## config.mk

```make
export PLATFORM = sky130hd
export DESIGN_NAME = qrr_mem_arb
export DESIGN_NICKNAME = d
export VERILOG_FILES = /design/src/rtl/qrr_pkg.sv /design/src/rtl/qrr_rr_pick.sv /design/src/rtl/qrr_quota_ctr.sv /design/src/rtl/qrr_port_mux.sv /design/src/rtl/qrr_mem_arb.sv
export SDC_FILE = /design/constraint.sdc
export NUM_CORES = 1
export LEC_CHECK = 0
export BUFFER_PORTS_ARGS = -buffer_cell sky130_fd_sc_hd__buf_4
export CAP_MARGIN = 20
export CORE_AREA = 10 10 101 103
export DETAILED_ROUTE_END_ITERATION = 7
export DIE_AREA = 0 0 111 113
export GPL_TIMING_DRIVEN = 0
export PLACE_DENSITY = 0.86
export SYNTH_ARGS = -nofsm -noshare
export SYNTH_HDL_FRONTEND = slang
export SYNTH_HIERARCHICAL = 1
export SYNTH_SLANG_ARGS = --single-unit
```

## constraint.sdc

```tcl
create_clock -name clk -period 4.5 [get_ports clk]
set_clock_uncertainty 0.15 [all_clocks]
set_input_delay 0.9 -clock clk [delete_from_list [all_inputs] [get_ports clk]]
set_output_delay 0.9 -clock clk [all_outputs]
set_load 0.01 [all_outputs]
```

## src/rtl/qrr_pkg.sv

```systemverilog
package qrr_pkg;

  // Advance a master index by one, wrapping at the master count.
  function automatic int unsigned rr_wrap_inc(input int unsigned idx, input int unsigned count);
    return (idx + 1 >= count) ? 0 : idx + 1;
  endfunction

endpackage

```

## src/rtl/qrr_rr_pick.sv

```systemverilog
module qrr_rr_pick #(
  parameter int N_MST = 4,
  parameter int IDX_W = 2
) (
  input  logic [N_MST-1:0] req,
  input  logic [IDX_W-1:0] start,
  output logic             found,
  output logic [IDX_W-1:0] pick
);

  always_comb begin
    found = 1'b0;
    pick  = '0;
    for (int off = 0; off < N_MST; off++) begin
      int cand;
      cand = int'(start) + off;
      if (cand >= N_MST) cand = cand - N_MST;
      if (!found && req[IDX_W'(cand)]) begin
        found = 1'b1;
        pick  = IDX_W'(cand);
      end
    end
  end

endmodule

```

## src/rtl/qrr_quota_ctr.sv

```systemverilog
module qrr_quota_ctr #(
  parameter int SHARE_W = 8,
  parameter int LEN_W   = 4
) (
  input  logic               clk,
  input  logic               rst_n,
  input  logic               beat,
  input  logic               load,
  input  logic [SHARE_W-1:0] load_val,
  input  logic [LEN_W-1:0]   first_len,
  output logic [SHARE_W-1:0] quota_ab,
  output logic [LEN_W-1:0]   brem_ab
);

  logic [SHARE_W-1:0] quota_q;
  logic [LEN_W-1:0]   brem_q;
  logic               ctr_en;

  // Values after this cycle's beat, before any reload.
  always_comb begin
    quota_ab = quota_q;
    brem_ab  = brem_q;
    if (beat) begin
      brem_ab  = (brem_q == '0) ? first_len : brem_q - 1'b1;
      quota_ab = (quota_q == '0) ? '0 : quota_q - 1'b1;
    end
    ctr_en = beat | load;
  end

  always_ff @(posedge clk or negedge rst_n) begin
    if (!rst_n) begin
      quota_q <= '0;
      brem_q  <= '0;
    end else if (ctr_en) begin
      quota_q <= load ? load_val : quota_ab;
      brem_q  <= brem_ab;
    end
  end

  // A new owner is only loaded when no burst beat remains.
  assert_load_idle_R7: assert property (@(posedge clk) disable iff (!rst_n)
    load |-> (brem_ab == '0));

endmodule

```

## src/rtl/qrr_port_mux.sv

```systemverilog
module qrr_port_mux #(
  parameter int N_MST  = 4,
  parameter int ADDR_W = 16,
  parameter int DATA_W = 32,
  parameter int LEN_W  = 4
) (
  input  logic [N_MST-1:0]        grant,
  input  logic [N_MST-1:0]        req,
  input  logic [N_MST*LEN_W-1:0]  len,
  input  logic [N_MST*ADDR_W-1:0] addr,
  input  logic [N_MST*DATA_W-1:0] wdata,
  input  logic [N_MST-1:0]        wr,
  output logic                    mem_req,
  output logic [LEN_W-1:0]        mem_len,
  output logic [ADDR_W-1:0]       mem_addr,
  output logic [DATA_W-1:0]       mem_wdata,
  output logic                    mem_wr
);

  // AND-OR select over the one-hot grant.
  always_comb begin
    mem_req   = |(grant & req);
    mem_wr    = |(grant & wr);
    mem_len   = '0;
    mem_addr  = '0;
    mem_wdata = '0;
    for (int i = 0; i < N_MST; i++) begin
      mem_len   = mem_len   | (len[i*LEN_W +: LEN_W]     & {LEN_W{grant[i]}});
      mem_addr  = mem_addr  | (addr[i*ADDR_W +: ADDR_W]  & {ADDR_W{grant[i]}});
      mem_wdata = mem_wdata | (wdata[i*DATA_W +: DATA_W] & {DATA_W{grant[i]}});
    end
  end

endmodule

```

## src/rtl/qrr_mem_arb.sv

```systemverilog
module qrr_mem_arb #(
  parameter int N_MST   = 4,
  parameter int ADDR_W  = 16,
  parameter int DATA_W  = 32,
  parameter int LEN_W   = 4,
  parameter int SHARE_W = 8,
  parameter logic [N_MST*SHARE_W-1:0] SHARES = {8'd2, 8'd4, 8'd3, 8'd2}
) (
  input  logic                    clk,
  input  logic                    rst_n,
  input  logic [N_MST-1:0]        mst_req,
  input  logic [N_MST*LEN_W-1:0]  mst_len,
  input  logic [N_MST*ADDR_W-1:0] mst_addr,
  input  logic [N_MST*DATA_W-1:0] mst_wdata,
  input  logic [N_MST-1:0]        mst_wr,
  output logic [N_MST-1:0]        mst_grant,
  output logic                    mem_req,
  output logic [LEN_W-1:0]        mem_len,
  output logic [ADDR_W-1:0]       mem_addr,
  output logic [DATA_W-1:0]       mem_wdata,
  output logic                    mem_wr,
  input  logic                    mem_wait
);

  import qrr_pkg::*;

  localparam int IDX_W      = (N_MST > 1) ? $clog2(N_MST) : 1;
  localparam int STARVE_MAX = (N_MST - 1) * ((1 << SHARE_W) + (1 << LEN_W));

  logic               own_vld, own_vld_n;
  logic [IDX_W-1:0]   own_idx, own_idx_n;
  logic [IDX_W-1:0]   ptr_q, ptr_n;
  logic [N_MST-1:0]   grant_q, grant_n;
  logic               own_req, beat, others, keep, load, arb_en;
  logic               pick_vld;
  logic [IDX_W-1:0]   pick_idx;
  logic [SHARE_W-1:0] quota_ab, load_val;
  logic [LEN_W-1:0]   brem_ab;

  assign own_req  = own_vld & mst_req[own_idx];
  assign beat     = own_req & ~mem_wait;
  assign others   = |(mst_req & ~grant_q);
  assign load_val = SHARES[pick_idx*SHARE_W +: SHARE_W];

  qrr_rr_pick #(.N_MST(N_MST), .IDX_W(IDX_W)) pick_i (
    .req   (mst_req),
    .start (ptr_q),
    .found (pick_vld),
    .pick  (pick_idx)
  );

  qrr_quota_ctr #(.SHARE_W(SHARE_W), .LEN_W(LEN_W)) ctr_i (
    .clk       (clk),
    .rst_n     (rst_n),
    .beat      (beat),
    .load      (load),
    .load_val  (load_val),
    .first_len (mst_len[own_idx*LEN_W +: LEN_W]),
    .quota_ab  (quota_ab),
    .brem_ab   (brem_ab)
  );

  // Next-owner decision using the post-beat counter values.
  always_comb begin
    keep      = own_vld & ((brem_ab != '0) | (own_req & ((quota_ab != '0) | ~others)));
    load      = ~keep & pick_vld;
    arb_en    = ~keep;
    own_vld_n = own_vld;
    own_idx_n = own_idx;
    ptr_n     = ptr_q;
    if (!keep) begin
      own_vld_n = pick_vld;
      if (pick_vld) begin
        own_idx_n = pick_idx;
        ptr_n     = IDX_W'(rr_wrap_inc(int'(pick_idx), N_MST));
      end
    end
    grant_n = '0;
    if (own_vld_n) grant_n[own_idx_n] = 1'b1;
  end

  always_ff @(posedge clk or negedge rst_n) begin
    if (!rst_n) begin
      own_vld <= 1'b0;
      own_idx <= '0;
      ptr_q   <= '0;
      grant_q <= '0;
    end else if (arb_en) begin
      own_vld <= own_vld_n;
      own_idx <= own_idx_n;
      ptr_q   <= ptr_n;
      grant_q <= grant_n;
    end
  end

  assign mst_grant = grant_q;

  qrr_port_mux #(.N_MST(N_MST), .ADDR_W(ADDR_W), .DATA_W(DATA_W), .LEN_W(LEN_W)) mux_i (
    .grant     (grant_q),
    .req       (mst_req),
    .len       (mst_len),
    .addr      (mst_addr),
    .wdata     (mst_wdata),
    .wr        (mst_wr),
    .mem_req   (mem_req),
    .mem_len   (mem_len),
    .mem_addr  (mem_addr),
    .mem_wdata (mem_wdata),
    .mem_wr    (mem_wr)
  );

  assert_grant_onehot_R2: assert property (@(posedge clk) disable iff (!rst_n)
    $onehot0(mst_grant));

  assert_burst_lock_R7: assert property (@(posedge clk) disable iff (!rst_n)
    (own_vld && brem_ab != '0) |=> $stable(mst_grant));

  assert_quantum_kept_R4: assert property (@(posedge clk) disable iff (!rst_n)
    (own_req && quota_ab != '0) |=> $stable(mst_grant));

  assert_idle_hold_R6: assert property (@(posedge clk) disable iff (!rst_n)
    (own_req && !others) |=> $stable(mst_grant));

  assert_no_owner_quiet_R9: assert property (@(posedge clk) disable iff (!rst_n)
    (mst_grant == '0) |-> !mem_req);

  // Beats given to others while a master keeps waiting stay bounded.
  for (genvar g = 0; g < N_MST; g++) begin : g_starve
    logic [31:0] wait_beats;
    always_ff @(posedge clk or negedge rst_n) begin
      if (!rst_n) wait_beats <= '0;
      else if (!(mst_req[g] && !grant_q[g])) wait_beats <= '0;
      else if (beat) wait_beats <= wait_beats + 1;
    end
    assert_wait_bound_R10: assert property (@(posedge clk) disable iff (!rst_n)
      wait_beats <= 32'(STARVE_MAX));
  end

endmodule

```

; Yosys cells after proc, flatten, opt, wreduce, memory -nomap -nowiden
; Cells that the tools add are included.
[classes]
n_addsub = 10
magnitude_cmp = 12
n_shift = 2
mux = 38
bitwise = 36
reduce_logical = 15
[op_table]
columns = op, n
row1 = AND 32 bit, 4
row2 = OR 32 bit, 3
row3 = AND 16 bit, 4
row4 = OR 16 bit, 3
row5 = variable part select 32 x 6 -> 8 bit (first input constant), 1
row6 = AND 4 bit, 7
row7 = 2-to-1 mux 8 bit, 3
row8 = 2-to-1 mux 2 bit, 11
row9 = < comparator 2 x 4 -> 1 bit (second input constant), 4
row10 = variable part select 16 x 5 -> 4 bit, 1
row11 = 2-to-1 mux 1 bit, 15
row12 = greater-or-equal comparator 3 bit (second input constant), 4
row13 = 2-to-1 mux 4 bit, 3
row14 = OR 4 bit, 3
row15 = OR reduction 4 bit, 3
row16 = binary-select mux 1 bit (select 2 bit), 5
row17 = zero test 8 bit, 1
row18 = nonzero test 8 bit, 1
row19 = subtractor 2 x 1 -> 2 bit (second input constant), 4
row20 = subtractor 8 x 1 -> 8 bit (second input constant), 1
row21 = adder 2 x 1 -> 3 bit (second input constant), 2
row22 = adder 2 x 2 -> 3 bit (second input constant), 2
row23 = < comparator 2 x 3 -> 1 bit (second input constant), 2
row24 = AND 1 bit, 5
row25 = 12 further kinds, 21
[totals]
regBits = 21
input_bits = 219
output_inout_bits = 58
word_cells = 119

; Logic depth before layout (Yosys ltp)
[depth]
depth_word = 22
ltp_mapped = 16
ltp_nobuf = 13

; Cells and area by module
; Netlist, hierarchy kept.
[by_module_without_submodules]
columns = module, instances, cells_each, area_per_inst_um2, seq_area_each_um2
row1 = qrr_port_mux, 1, 186, 1368.8, 0.0
row2 = qrr_quota_ctr, 1, 99, 859.6, 300.3
row3 = qrr_mem_arb, 1, 56, 725.7, 225.2
row4 = qrr_rr_pick, 1, 15, 77.6, 0.0

; Worst setup path after synthesis
; Ideal clock, no wire load.
[synth_path]
path_type = input port to flip-flop
from = in mst_req[3]
to = reg ctr_i.quota_q[6]
setup_ns = 0.118
t_arrival_ns = 3.567
t_required_ns = 4.232
slack_ns = 0.665
path_stages = 13
path_buffers = 2
path_cell_list = mux2i_1 -> o22ai_1 -> nor2b_1 -> buf_4 -> inv_1 -> o41ai_1 -> o31ai_1 -> o41ai_4 -> nand2_1 -> nor2_4 -> clkbuf_1 -> clkinv_1 -> a21o_1
[synth_between]
word_cells_on_any_way = 46
classes_between = shift: 1 / mux: 25 / bitwise: 11 / reduce/logical: 9
[synth_rtl]
columns = element, line_no
row1 = start: declaration, qrr_mem_arb.sv:11  ; input logic [N_MST-1:0] mst_req,
row2 = binary-select mux 1 bit (select 2 bit) (*), qrr_mem_arb.sv:40  ; assign own_req = own_vld & mst_req[own_idx];
row3 = 2-to-1 mux 1 bit (implied by the code) (*), qrr_mem_arb.sv:40
row4 = AND 1 bit (*), qrr_mem_arb.sv:40
row5 = AND 1 bit (*), qrr_mem_arb.sv:41  ; assign beat = own_req & ~mem_wait;
row6 = named net beat, qrr_mem_arb.sv:34  ; logic own_req, beat, others, keep, load, arb_en;
row7 = 2-to-1 mux 4 bit (*), qrr_quota_ctr.sv:23  ; if (beat) begin
row8 = named net brem_ab[3], qrr_mem_arb.sv:38  ; logic [LEN_W-1:0] brem_ab;
row9 = nonzero test 4 bit (*), qrr_mem_arb.sv:65  ; keep = own_vld & ((brem_ab != '0) | (own_req & ((quota_ab != '0) | ~others)));
row10 = OR 1 bit (*), qrr_mem_arb.sv:65
row11 = AND 1 bit (*), qrr_mem_arb.sv:65
row12 = inverter 1 bit (no source line) (*), n/a
row13 = AND 1 bit (*), qrr_mem_arb.sv:66  ; load = ~keep & pick_vld;
row14 = named net load, qrr_mem_arb.sv:34
row15 = 2-to-1 mux 8 bit or OR 1 bit (tied branches), "qrr_quota_ctr.sv:35, qrr_quota_ctr.sv:27"
row16 = end signal: assignment, qrr_quota_ctr.sv:35  ; quota_q <= load ? load_val : quota_ab;
row17 = end: declaration, qrr_quota_ctr.sv:15  ; logic [SHARE_W-1:0] quota_q;
; The timed path passes the listed nets; every way through them passes the cells marked *. The select of a mux whose other input is x is not followed.
; A chain may end at the register's enable or synchronous reset.

; Worst setup path in the final report
[layout_path]
from = in mst_req[2]
to = reg ctr_i.quota_q[0]
; Same word-level chain as after synthesis.

==> impl_metrics.py <==
metrics = {
    "floorplanning": {
        "die_area_sq_mm": 0.0125,
        "core_area_sq_mm": 0.00813,
        "die_w_um": 111,
        "initial_core_util_pct": 37.3,
        "row_count": 33,
        "die_y_um": 113,
        "io_pins": 277,
    },
    "drt": {
        "route.detailed.drc": 0,
        "routedWlPerCell_um": 24.8,
        "drt-total-wl_mm": 18.5,
        "drtIter0Drc": 396,
        "detail-route-antenna-nets": 0,
        "dr.pass1.iters": 5,
        "dr_total_vias": 4163,
        "viasPerCell": 5.59,
    },
    "clock_network": {
        "cts_tree": "done",
        "cts_sinks": 21,
        "h-tree-depth": 1,
        "clk_latency_ns": 0.26,
        "cts_inserted_buffers": 3,
        "cts.reportedPaths.clkPinSlew_ns": 0.08,
        "cts_hold_buffers": 0,
        "clockRootBuffer": "clkbuf_8",
        "postCtsSetupBuffers": 0,
        "clk_path_buf_depth": 2,
    },
    "worst_setup_path": {
        "path_class": "input port to flip-flop",
        "required_ns": 4.50,
        "cp.arrival_ns": 4.12,
        "worstPathMaxFanout": 10,
        "end_kind": "flip-flop",
        "worstSetupStartpointType": "input port",
    },
    "yosys": {
        "synthArstFlopShare_pct": 100,
        "syn_avg_cell_area_sq_um": 8.52,
        "syn_area_sq_mm": 0.00303,
        "synth_cell_type_count": 57,
        "ys_warn_count": 6,
        "seq_area_frac_synth_pct": 17.3,
        "synthCells": 356,
        "synth_enable_flop_cells": 0,
        "ys_seq_elements": 21,
        "ys.flop_type": "dfrtp_1",
    },
    "sta": {
        "setup_viol": 0,
        "slew_violations": 0,
        "fin_crit_ns": 4.12,
        "tns_ns": 0,
        "finalCritPeriodShare_pct": 91.5,
        "worst_slew_pin_slew_ns": 0.602,
        "maxSlewHeadroom_pct": 59.9,
        "max_freq_ghz": 0.243,
        "hold_viol": 0,
    },
    "run_status": {
        "outcome": "completed",
    },
    "grt": {
        "track_usage_pct": 26.8,
        "grt_first_pass_wirelength_mm": 26.6,
        "grt_pass1_vias": 4214,
        "antenna_found_initial": 1,
        "grt_max_degree": 22,
        "grt_overflow": 0,
    },
    "job": {
        "maxCapViolations": 0,
    },
    "cells_and_area": {
        "layout.nets": 866,
        "stdcell_area_sq_mm": 0.00530,
        "drive_gt1_share_pct": 54.0,
        "syn2layout_area_growth_pct": 74.9,
    },
    "power_and_ir_drop": {
        "p_comb_share_pct": 81.6,
        "power.leakage_nw": 2.66,
        "peakVddDrop_v": 0.000435,
        "swShare_pct": 48.3,
        "power.density_mw_per_mm2": 549,
        "internal_power_w": 0.00151,
        "clkPwrFrac_pct": 4.5,
        "p_total_w": 0.00291,
        "p_switching_w": 0.00140,
        "p_seq_share_pct": 14.0,
    },
    "placed_design": {
        "place.gp.congestion": 1.07,
        "io_buffers": 276,
        "dp_hpwl_mm": 15.9,
        "place_area_sq_mm": 0.00525,
    },
    "min_path": {
        "hold_class": "input port to async pin",
    },
}
==> registers in the layout (all words and copies together) (netlist names) <==
name           flops
ctr_i/brem_q       4
ctr_i/quota_q      8
mst_grant          4
own_idx            2
own_vld            1
ptr_q              2
==> critical path, cell delays in order <==
cell	delay, ns
buf_4	0.13
mux2i_1	0.08
o22ai_1	0.26
nor2b_1	0.23
buf_4	0.19
inv_1	0.11
o41ai_1	0.46
o31ai_1	0.20
o41ai_4	0.48
nand2_1	0.23
nor2_4	0.33
clkinvlp_4	0.29
nor2_1	0.16
a31oi_1	0.05
==> repair_timing <==
action                                 CTS  global route
setup endpoints to repair                0             6
endpoints found under the hold margin    0             0
resized for setup                        0             1
==> Yosys cell counts (all sizes together), types with 4 or more instances <==
| cell | n | area, sq um |
|---|---|---|
| a22oi | 108 | 886 |
| nand2 | 70 | 263 |
| buf | 22 | 244 |
| dfrtp | 21 | 526 |
| inv | 15 | 56.3 |
| nor2 | 11 | 48.8 |
| a21oi | 8 | 40.0 |
| o21ai | 8 | 40.0 |
| a31oi | 7 | 43.8 |
| ha | 7 | 87.6 |
| clkbuf | 6 | 62.6 |
| nor2b | 6 | 37.5 |
| mux2 | 5 | 75.1 |
| o31ai | 5 | 51.3 |
| and3 | 4 | 25.0 |
| mux2i | 4 | 40.0 |
| mux4 | 4 | 90.1 |
| nand2b | 4 | 32.5 |
| nor4 | 4 | 37.5 |
| o41ai | 4 | 53.8 |
| or2 | 4 | 25.0 |
==> final cells by class <==
cell class / count / area [sq um]
Buffer: 27 / 303
Antenna cell: 1 / 2.50
Fill cell: 712 / 2830
Sequential cell: 21 / 526
Multi-Input combinational cell: 295 / 2150
Clock buffer: 3 / 41.3
Tap cell: 105 / 131
Clock inverter: 1 / 7.51
Inverter: 16 / 63.8
Timing Repair Buffer: 276 / 2070
==> logic make-up after synthesis <==
logic type                 Yosys count  synth area share (%)
buffers and inverters               44                  12.1
adders and majority gates            7                  2.89
AOI/OAI and AO/OA                  152                  41.0
other                                1                 0.124
and+or+nand+nor                    117                  19.5
muxes                               13                  6.77
DFF                                 21                  17.3
xor gates and xnor gates             1                 0.289
==> stage by stage <==
step           std cells  hold slack [ns]  utilization, %  setup slack [ns]
2_1_floorplan        360            0.349               -             0.665
3_3_place_gp         741            0.373            64.5           -0.0772
3_5_place_dp         741            0.400            64.5            -0.150
4_1_cts              745            0.363            65.1             0.115
5_1_grt              744            0.367            65.1         -0.000753
6_report             745            0.354            65.2             0.383
==> power by group through the flow <==
stage / sequential (W) / combinational, W / clock, W
after CTS: 0.000402 / 0.00237 / 0.000132
after global placement: 0.000396 / 0.00233 / 0
after detailed placement: 0.000403 / 0.00236 / 0
after global routing: 0.000421 / 0.00255 / 0.000140
final: 0.000407 / 0.00237 / 0.000130
after floorplan: 0.000375 / 0.00139 / 0
==> final timing paths <==
path | start | endpoint | slack (ns) | cells after the start
max | mst_req[2] | ctr_i/quota_q[0] | 0.38 | 14
min | rst_n | mst_grant[1] | 0.35 | 1
max reg2reg | own_idx[1] | ctr_i/quota_q[0] | 0.55 | 13
min reg2reg | ctr_i/brem_q[3] | ctr_i/brem_q[3] | 0.42 | 1
max in group asynchronous | rst_n | ctr_i/brem_q[2] | 3.63 | 1
min in group clk | ctr_i/brem_q[3] | ctr_i/brem_q[3] | 0.42 | 1
==> routing by layer <==
metal	share of wire [%]	wire length (um)	global-route usage [%]	vias to the layer above
met5	0.097	18	0	-
met1	40	7340	31.6	1956
met3	11	2080	10.9	14
met4	1.1	194	3.56	2
li1	-	-	-	1941
met2	48	8840	45.6	250
==> placed cells by master, fill, tap and decap left out, drive strengths merged, types with 6 or more instances in the layout <==
cell type | synthesis | layout
buf | 22 | 298
dfrtp | 21 | 21
nand2 | 70 | 70
inv | 15 | 15
a31oi | 7 | 7
a21oi | 8 | 8
a22oi | 108 | 108
nor2b | 6 | 6
nor2 | 11 | 11
clkbuf | 6 | 8
ha | 7 | 7
o21ai | 8 | 8
(Power assumes the default switching activity.)
